### config.mk
export PLATFORM = sky130hd
export DESIGN_NAME = sync_word_detect
export DESIGN_NICKNAME = d
export VERILOG_FILES = /design/src/rtl/sync_pkg.sv /design/src/rtl/sync_hist_step.sv /design/src/rtl/sync_cmp.sv /design/src/rtl/sync_word_detect.sv
export SDC_FILE = /design/constraint.sdc
export NUM_CORES = 1
export LEC_CHECK = 0
export BUFFER_PORTS_ARGS = -buffer_cell sky130_fd_sc_hd__buf_2
export CAP_MARGIN = 25
export CORE_MARGIN = 2
export CORE_UTILIZATION = 59
export DETAILED_ROUTE_END_ITERATION = 7
export PLACE_DENSITY_LB_ADDON = 0.3
export SYNTH_ARGS = -nofsm -noshare
export SYNTH_HDL_FRONTEND = slang
export SYNTH_SLANG_ARGS = --single-unit
### constraint.sdc
create_clock -name clk_i -period 2.6 [get_ports clk_i]
set_input_delay 0.39 -clock clk_i [delete_from_list [all_inputs] [get_ports clk_i]]
set_output_delay 0.39 -clock clk_i [all_outputs]
set_load 0.01 [all_outputs]
### src/rtl/sync_pkg.sv
package sync_pkg;
    localparam int unsigned BYTE_W  = 8;
    localparam int unsigned HIST_W  = 2 * BYTE_W;
    localparam int unsigned CNT_W   = $clog2(HIST_W + 1);
    localparam logic [BYTE_W-1:0] FIXED_HI = 8'h2D;

    typedef struct packed {
        logic [HIST_W-1:0] hist;
        logic [CNT_W-1:0]  cnt;
        logic              armed;
        logic              match;
        logic              aligned;
    } det_state_t;
endpackage

### src/rtl/sync_hist_step.sv
module sync_hist_step
    import sync_pkg::*;
(
    input  logic [HIST_W-1:0] hist_i,
    input  logic [CNT_W-1:0]  cnt_i,
    input  logic              bit_i,
    output logic [HIST_W-1:0] hist_o,
    output logic [CNT_W-1:0]  cnt_o
);
    localparam logic [CNT_W-1:0] CNT_MAX = CNT_W'(HIST_W);

    always_comb begin
        hist_o = {hist_i[HIST_W-2:0], bit_i};
        cnt_o  = (cnt_i == CNT_MAX) ? cnt_i : cnt_i + 1'b1;
    end
endmodule

### src/rtl/sync_cmp.sv
module sync_cmp
    import sync_pkg::*;
(
    input  logic [HIST_W-1:0] hist_i,
    input  logic [CNT_W-1:0]  cnt_i,
    input  logic [BYTE_W-1:0] low_byte_i,
    input  logic              word_mode_i,
    output logic              hit_o
);
    localparam logic [CNT_W-1:0] NEED_BYTE = CNT_W'(BYTE_W);
    localparam logic [CNT_W-1:0] NEED_WORD = CNT_W'(HIST_W);

    logic [HIST_W-1:0] pattern;
    logic [HIST_W-1:0] bit_eq;
    assign pattern = {FIXED_HI, low_byte_i};

    for (genvar i = 0; i < HIST_W; i++) begin : g_eq
        assign bit_eq[i] = ~(hist_i[i] ^ pattern[i]);
    end

    logic lo_ok, hi_ok;
    always_comb begin
        lo_ok = &bit_eq[BYTE_W-1:0];
        hi_ok = &bit_eq[HIST_W-1:BYTE_W];
        if (word_mode_i)
            hit_o = lo_ok && hi_ok && (cnt_i >= NEED_WORD);
        else
            hit_o = lo_ok && (cnt_i >= NEED_BYTE);
    end
endmodule

### src/rtl/sync_word_detect.sv
module sync_word_detect
    import sync_pkg::*;
(
    input  logic              clk_i,
    input  logic              rst_ni,
    input  logic              en_i,
    input  logic              bit_vld_i,
    input  logic              bit_in_i,
    input  logic [BYTE_W-1:0] low_byte_i,
    input  logic              word_mode_i,
    output logic              match_o,
    output logic              aligned_o
);
    det_state_t st_d, st_q;

    logic [HIST_W-1:0] hist_nx;
    logic [CNT_W-1:0]  cnt_nx;
    logic              hit;

    sync_hist_step u_step (
        .hist_i (st_q.hist),
        .cnt_i  (st_q.cnt),
        .bit_i  (bit_in_i),
        .hist_o (hist_nx),
        .cnt_o  (cnt_nx)
    );

    sync_cmp u_cmp (
        .hist_i      (hist_nx),
        .cnt_i       (cnt_nx),
        .low_byte_i  (low_byte_i),
        .word_mode_i (word_mode_i),
        .hit_o       (hit)
    );

    always_comb begin
        st_d       = st_q;
        st_d.match = 1'b0;
        if (!en_i) begin
            st_d.hist    = '0;
            st_d.cnt     = '0;
            st_d.armed   = 1'b1;
            st_d.aligned = 1'b0;
        end else if (bit_vld_i) begin
            st_d.hist = hist_nx;
            st_d.cnt  = cnt_nx;
            if (st_q.armed && hit) begin
                st_d.match   = 1'b1;
                st_d.aligned = 1'b1;
                st_d.armed   = 1'b0;
            end
        end
    end

    always_ff @(posedge clk_i or negedge rst_ni) begin
        if (!rst_ni) begin
            st_q       <= '0;
            st_q.armed <= 1'b1;
        end else begin
            st_q <= st_d;
        end
    end

    assign match_o   = st_q.match;
    assign aligned_o = st_q.aligned;

    AST_PULSE_ONE: assert property (@(posedge clk_i) disable iff (!rst_ni)
        match_o |=> !match_o);
    AST_MATCH_NEEDS_STROBE: assert property (@(posedge clk_i) disable iff (!rst_ni)
        match_o |-> $past(en_i && bit_vld_i));
    AST_BYTE_CONTENT: assert property (@(posedge clk_i) disable iff (!rst_ni)
        (match_o && !$past(word_mode_i)) |-> (st_q.hist[BYTE_W-1:0] == $past(low_byte_i)));
    AST_WORD_CONTENT: assert property (@(posedge clk_i) disable iff (!rst_ni)
        (match_o && $past(word_mode_i)) |-> (st_q.hist == {FIXED_HI, $past(low_byte_i)}));
    AST_NO_REARM: assert property (@(posedge clk_i) disable iff (!rst_ni)
        $past(aligned_o) |-> !match_o);
    AST_EN_LOW_QUIET: assert property (@(posedge clk_i) disable iff (!rst_ni)
        !$past(en_i) |-> (!match_o && !aligned_o));
    AST_ALIGN_WITH_MATCH: assert property (@(posedge clk_i) disable iff (!rst_ni)
        $rose(aligned_o) |-> match_o);
endmodule

==> Word level (Yosys, flattened, before mapping) <==
Cells that the tools add are included.
W data, S select, Z words.
{ "word_totals": {"ff_bits": 23, "latch_bits": 0, "ram_bits": 0, "rom_bits": 0, "in_bits": 14, "output_inout_bits": 2, "word_cells": 45, "n_memories": 0} }
{ "op_classes": {"addsub": 1, "multipliers": 0, "n_div": 0, "magnitude_cmp": 2, "n_eq_ne": 3, "shift": 0, "muxes": 7, "n_bitwise": 20, "n_reduce_logical": 7} }
{ "op_table": {"columns": ["cell", "n"], "rows": [
  ["$mux W23", 1],
  ["$mux W21", 1],
  ["$reduce_and A8 Y1", 2],
  ["$not A1 Y1", 12],
  ["$xor A1 B1 Y1", 8],
  ["$add A5 B1 Y5 const B", 1],
  ["$eq A5 B5 Y1 const B", 1],
  ["$ge A5 B4 Y1 const B", 1],
  ["$ge A5 B5 Y1 const B", 1],
  ["$mux W5", 1],
  ["$logic_and A1 B1 Y1", 4],
  ["$ne A2 B1 Y1 const B", 2],
  ["$mux W1", 3],
  ["$mux W3", 1],
  ["$reduce_and A2 Y1", 1]
]} }

==> Depth between registers and ports, before layout <==
{ "logic_depth": {"word_depth": 10, "ltp_mapped": 6, "ltp_nobuf": 6} }

==> Cells and area by module <==
A second synthesis with hierarchy kept.
{ "unflattened": {"hier_cells": 121, "area_unflattened_um2": 1392.6} }
{ "modules_own_cells": {"columns": ["mod", "n_inst", "cells_per_inst", "area_per_inst_um2", "seq_area_each_um2"], "rows": [
  ["sync_word_detect", 1, 75, 1033.5, 601.8],
  ["sync_hist_step", 1, 30, 231.5, 0.0],
  ["sync_cmp", 1, 16, 127.6, 0.0]
]} }

==> Least setup slack after synthesis <==
No wires, ideal clock.
{ "synth_path": {"path_kind": "register -> register", "startpoint": "register st_q[19] (netlist name)", "endpoint": "register st_q[2] (netlist name)", "setup_ns": 0.085, "t_arrival_ns": 1.268, "t_required_ns": 2.515, "setup_slack_ns": 1.247, "path_stages_with_launch": 5, "n_path_buf": 0, "period_less_slack_ns": 1.353, "cell_sequence": "dfrtp_1 -> or4b_1 -> o21ai_1 -> nand4_1 -> a2bb2oi_1"} }
{ "synth_between": {"elab_chain_cells": 8} }
{ "synth_lines": {"columns": ["item", "line_no", "rtl"], "rows": [
  ["start: declaration", "sync_word_detect.sv:14", "det_state_t st_d, st_q;"],
  ["start signal: assignment", "sync_word_detect.sv:60", "st_q <= st_d;"],
  ["$not A1 Y1", "sync_cmp.sv:18", "assign bit_eq[i] = ~(hist_i[i] ^ pattern[i]);"],
  ["$reduce_and A8 Y1", "sync_cmp.sv:24", "hi_ok = &bit_eq[HIST_W-1:BYTE_W];"],
  ["$logic_and A1 B1 Y1 (2 in series)", "sync_cmp.sv:26", "hit_o = lo_ok && hi_ok && (cnt_i >= NEED_WORD);"],
  ["$mux W1", "sync_cmp.sv:25", "if (word_mode_i)"],
  ["$logic_and A1 B1 Y1", "sync_word_detect.sv:47", "if (st_q.armed && hit) begin"],
  ["$ne A2 B1 Y1 (no source line)", null, null],
  ["$reduce_and A2 Y1 (no source line)", null, null]
]} }
No other way between the ends.
A chain may end at the register's enable or synchronous reset.

==> Worst setup path after layout <==
{ "layout_path": {"startpoint": "register st_q[3] (netlist name)", "endpoint": "register st_q[4] (netlist name)"} }
{ "layout_between": {"elab_chain_cells": 4, "word_cells_on_any_way": 5, "classes_between": "add/sub (1); eq/ne (1); mux (3)"} }
{ "layout_lines": {"columns": ["item", "line_no", "rtl"], "rows": [
  ["$add A5 B1 Y5 or $eq A5 B5 Y1 (tied branches)", "sync_hist_step.sv:14", "cnt_o = (cnt_i == CNT_MAX) ? cnt_i : cnt_i + 1'b1;"],
  ["$mux W5 (*)", "sync_hist_step.sv:14", null],
  ["$mux W23 (*)", "sync_word_detect.sv:44", "end else if (bit_vld_i) begin"],
  ["$mux W21 (*)", "sync_word_detect.sv:39", "if (!en_i) begin"]
]} }
Mark *: on every way between the ends. The rest lies on a longest branch, timed or not. The select of a mux whose other input is x is not followed.

==> metrics <==
status=finished, final reports clean; htree depth=1; Tcrit/Tclk final=58.8%; ys flop type=dfrtp_1; max_slew headroom=66.2%; total CTS buffers=3; die width=48.5 microns; P_int=0.450 mW; Clock Latency Late Sink=300 ps; # IOs=16; Iteration-0 DRC Markers=15; PortBufs=15; # rows=16; total negative slack=0 ps; part of the power in registers=63.0%; drt pass-1 iters=4; Net Count, Synth=120; core area=1920 sq um; cts hold-fix bufs=0; Fmax=0.654 GHz; Worst Path Buf+Inv=1; first-pass GRT wire length=3800 microns; CTS root buf=clkbuf_4; Post-Route WL=2100 microns; Worst VDD drop=0.303 mV; vias per cell=5.52; pwr/cell area=456 nW/um^2; initial core utilization=60.8%; leakage=0.625 nW; GRT Util Overall=20.9%; grt ovf=0; final setup fails=0; Final HPWL DP=1500 microns; Worst Max-Slew Pin Slew=508 ps; Crit. path cell count=6; NumNets Final=136; pin count of the biggest net entering global routing=24; Sw Ratio=23.3%; Worst EP required=2800 ps; DR WL/cell=14.4 microns; Avg Cell Area, Syn=11.2 sq um; Slowest-stage cell, CP=dfrtp_1; filler cell count=158; top-area cell type share of the netlist area=47.1%; P_sw=0.137 mW; Clock Sinks=23; CP max FO=5; Worst R2R End=st_q[4]; max-slew violation count=0; CTS clk-pin slew, worst paths=120 ps; Clock power frac=26.8%; layout cells sized above 1=16.8%; crit path launch=st_q[3]; most numerous cell in the Yosys netlist=dfrtp_1; initial antenna violation count=0; Synth area leader=dfrtp_1; Post-synth ARST share=100%; worst-path cell chain=inv_1 > ha_1 > nand3b_1 > o21ai_0 > mux2i_1 > nor2b_1; CP Launch Type=flip-flop; Synth area leaders=dfrtp_1, mux2i_1, nor2b_1, xor2_1, dfstp_2; antenna diode count=0; Critical Path End=st_q[4]; # Post-CTS Setup Buffers=0; clock skew=4.50 ps; Post-Syn Instances=104; Post-synth EDFFs=0; commonest cells in the netlist=dfrtp_1, nor2b_1, mux2i_1, xor2_1; Yosys reg bits=23; reg2reg setup slack=1070 ps; Cell variety after synth=28; total of warnings raised by yosys=0; register area share after synthesis=49.4%; DRC Markers=0; die area=2350 sq um; final worst slack=1070 ps; synth-to-layout area growth=10.1%; CP Capture Type=flip-flop; post-cts resize count=0; clk buf depth=2; Crit path arrival time=1730 ps; routability-driven placement congestion ratio=0.844; Max Cap Viol=0; Gate power share=10.2%; HP Class=in2async; Final Hold Fails=0; RSZ-0062 raised after global routing=no; number of global-route vias before repair=851; FF-to-FF Start=st_q[3]; Die H=48.5 microns; worst-case reg-to-reg path depth=6; Via Count=806; family with the most delay on the worst path=flip-flops; Mapped Area=1170 sq um; CTS tree=yes; CP Class=reg2reg; min cycle time layout=1530 ps; crit-path max cell delay=460 ps; Antenna Nets Post-Route=0; pre-CTS WS=1020 ps
==> cell type report <==
type / count / area, sq um / area share (%)
Timing Repair Buffer: 15 / 75.1 / 5.84
Clock buffer: 4 / 26.3 / 2.04
Inverter: 3 / 11.3 / 0.875
Sequential cell: 23 / 577 / 44.8
Multi-Input combinational cell: 74 / 563 / 43.8
Tap cell: 27 / 33.8 / 2.63
==> power groups by stage <==
stage	clock [mW]	sequential [mW]	combinational, mW
after floorplan	0	0.374	0.0368
after global placement	0	0.376	0.0582
after detailed placement	0	0.376	0.0604
after CTS	0.165	0.369	0.0606
after global routing	0.182	0.371	0.0674
final	0.157	0.370	0.0597
==> layer usage <==
metal,up-vias,global-route usage (%),wire [microns]
li1,386,-,-
met1,401,25.8,907
met2,17,37.0,1100
met3,2,3.70,79
met4,0,7.14,12
met5,-,0,0
==> cell families after synthesis <==
family	synth area share, %
AOI/OAI and AO/OA	4.28
xor gates and xnor gates	8.24
adders and majority gates	2.14
buffers and inverters	2.46
DFF	49.4
muxes	13.7
and+or+nand+nor	19.8
==> worst min-delay path by stage <==
stage	startpoint	end	slack, ps	cells after the start
after floorplan	rst_ni	aligned_o	90	0
after global placement	rst_ni	st_q[6]	380	1
after detailed placement	rst_ni	st_q[7]	390	1
after CTS	rst_ni	st_q[7]	50	1
after global routing	rst_ni	aligned_o	60	1
final	rst_ni	st_q[7]	30	1
==> through the flow <==
| stage | instances | instance area [sq um] | hold WS (ps) | utilization (%) | power [mW] |
|---|---|---|---|---|---|
| after detailed placement | 142 | 1260 | 387 | 65.6 | 0.437 |
| after global routing | 146 | 1290 | 58.0 | 66.9 | 0.620 |
| after CTS | 146 | 1290 | 46.1 | 66.9 | 0.595 |
| final | 146 | 1290 | 33.8 | 66.9 | 0.586 |
| after floorplan | 104 | 1170 | 94.4 | - | 0.411 |
| after global placement | 142 | 1260 | 379 | 65.6 | 0.434 |
==> sequential cells by signal (all words and copies together), names as in the netlist <==
name	cells
st_q	21
match_o	1
aligned_o	1
==> cells in the final DEF, fill, tap and decap left out <==
| cell | Yosys | routed |
|---|---|---|
| clkbuf_1 | 2 | 1 |
| xnor2_1 | 3 | 3 |
| inv_1 | 3 | 3 |
| nor3b_1 | 2 | 2 |
| dfstp_2 | 1 | 1 |
| nand3b_1 | 1 | 1 |
| a2bb2oi_1 | 1 | 1 |
| nor2_1 | 2 | 2 |
| clkbuf_4 | 0 | 3 |
| nand2_1 | 3 | 3 |
| a221oi_2 | 1 | 1 |
| nand3_1 | 2 | 2 |
| ha_1 | 2 | 2 |
| buf_2 | 2 | 15 |
| o22ai_1 | 1 | 1 |
| nand4b_1 | 1 | 1 |
| mux2i_1 | 16 | 16 |
| and3_1 | 1 | 1 |
| and2_1 | 3 | 3 |
| o21ai_1 | 2 | 2 |
| xor2_1 | 8 | 8 |
| nor3_1 | 1 | 1 |
| a21oi_1 | 1 | 1 |
| nor4_1 | 1 | 1 |
| dfrtp_1 | 22 | 22 |
| or4b_1 | 1 | 1 |
| nand4_1 | 3 | 3 |
| o21ai_0 | 1 | 1 |
| nor2b_1 | 17 | 17 |
No activity file was read; power rests on OpenSTA's default activity.
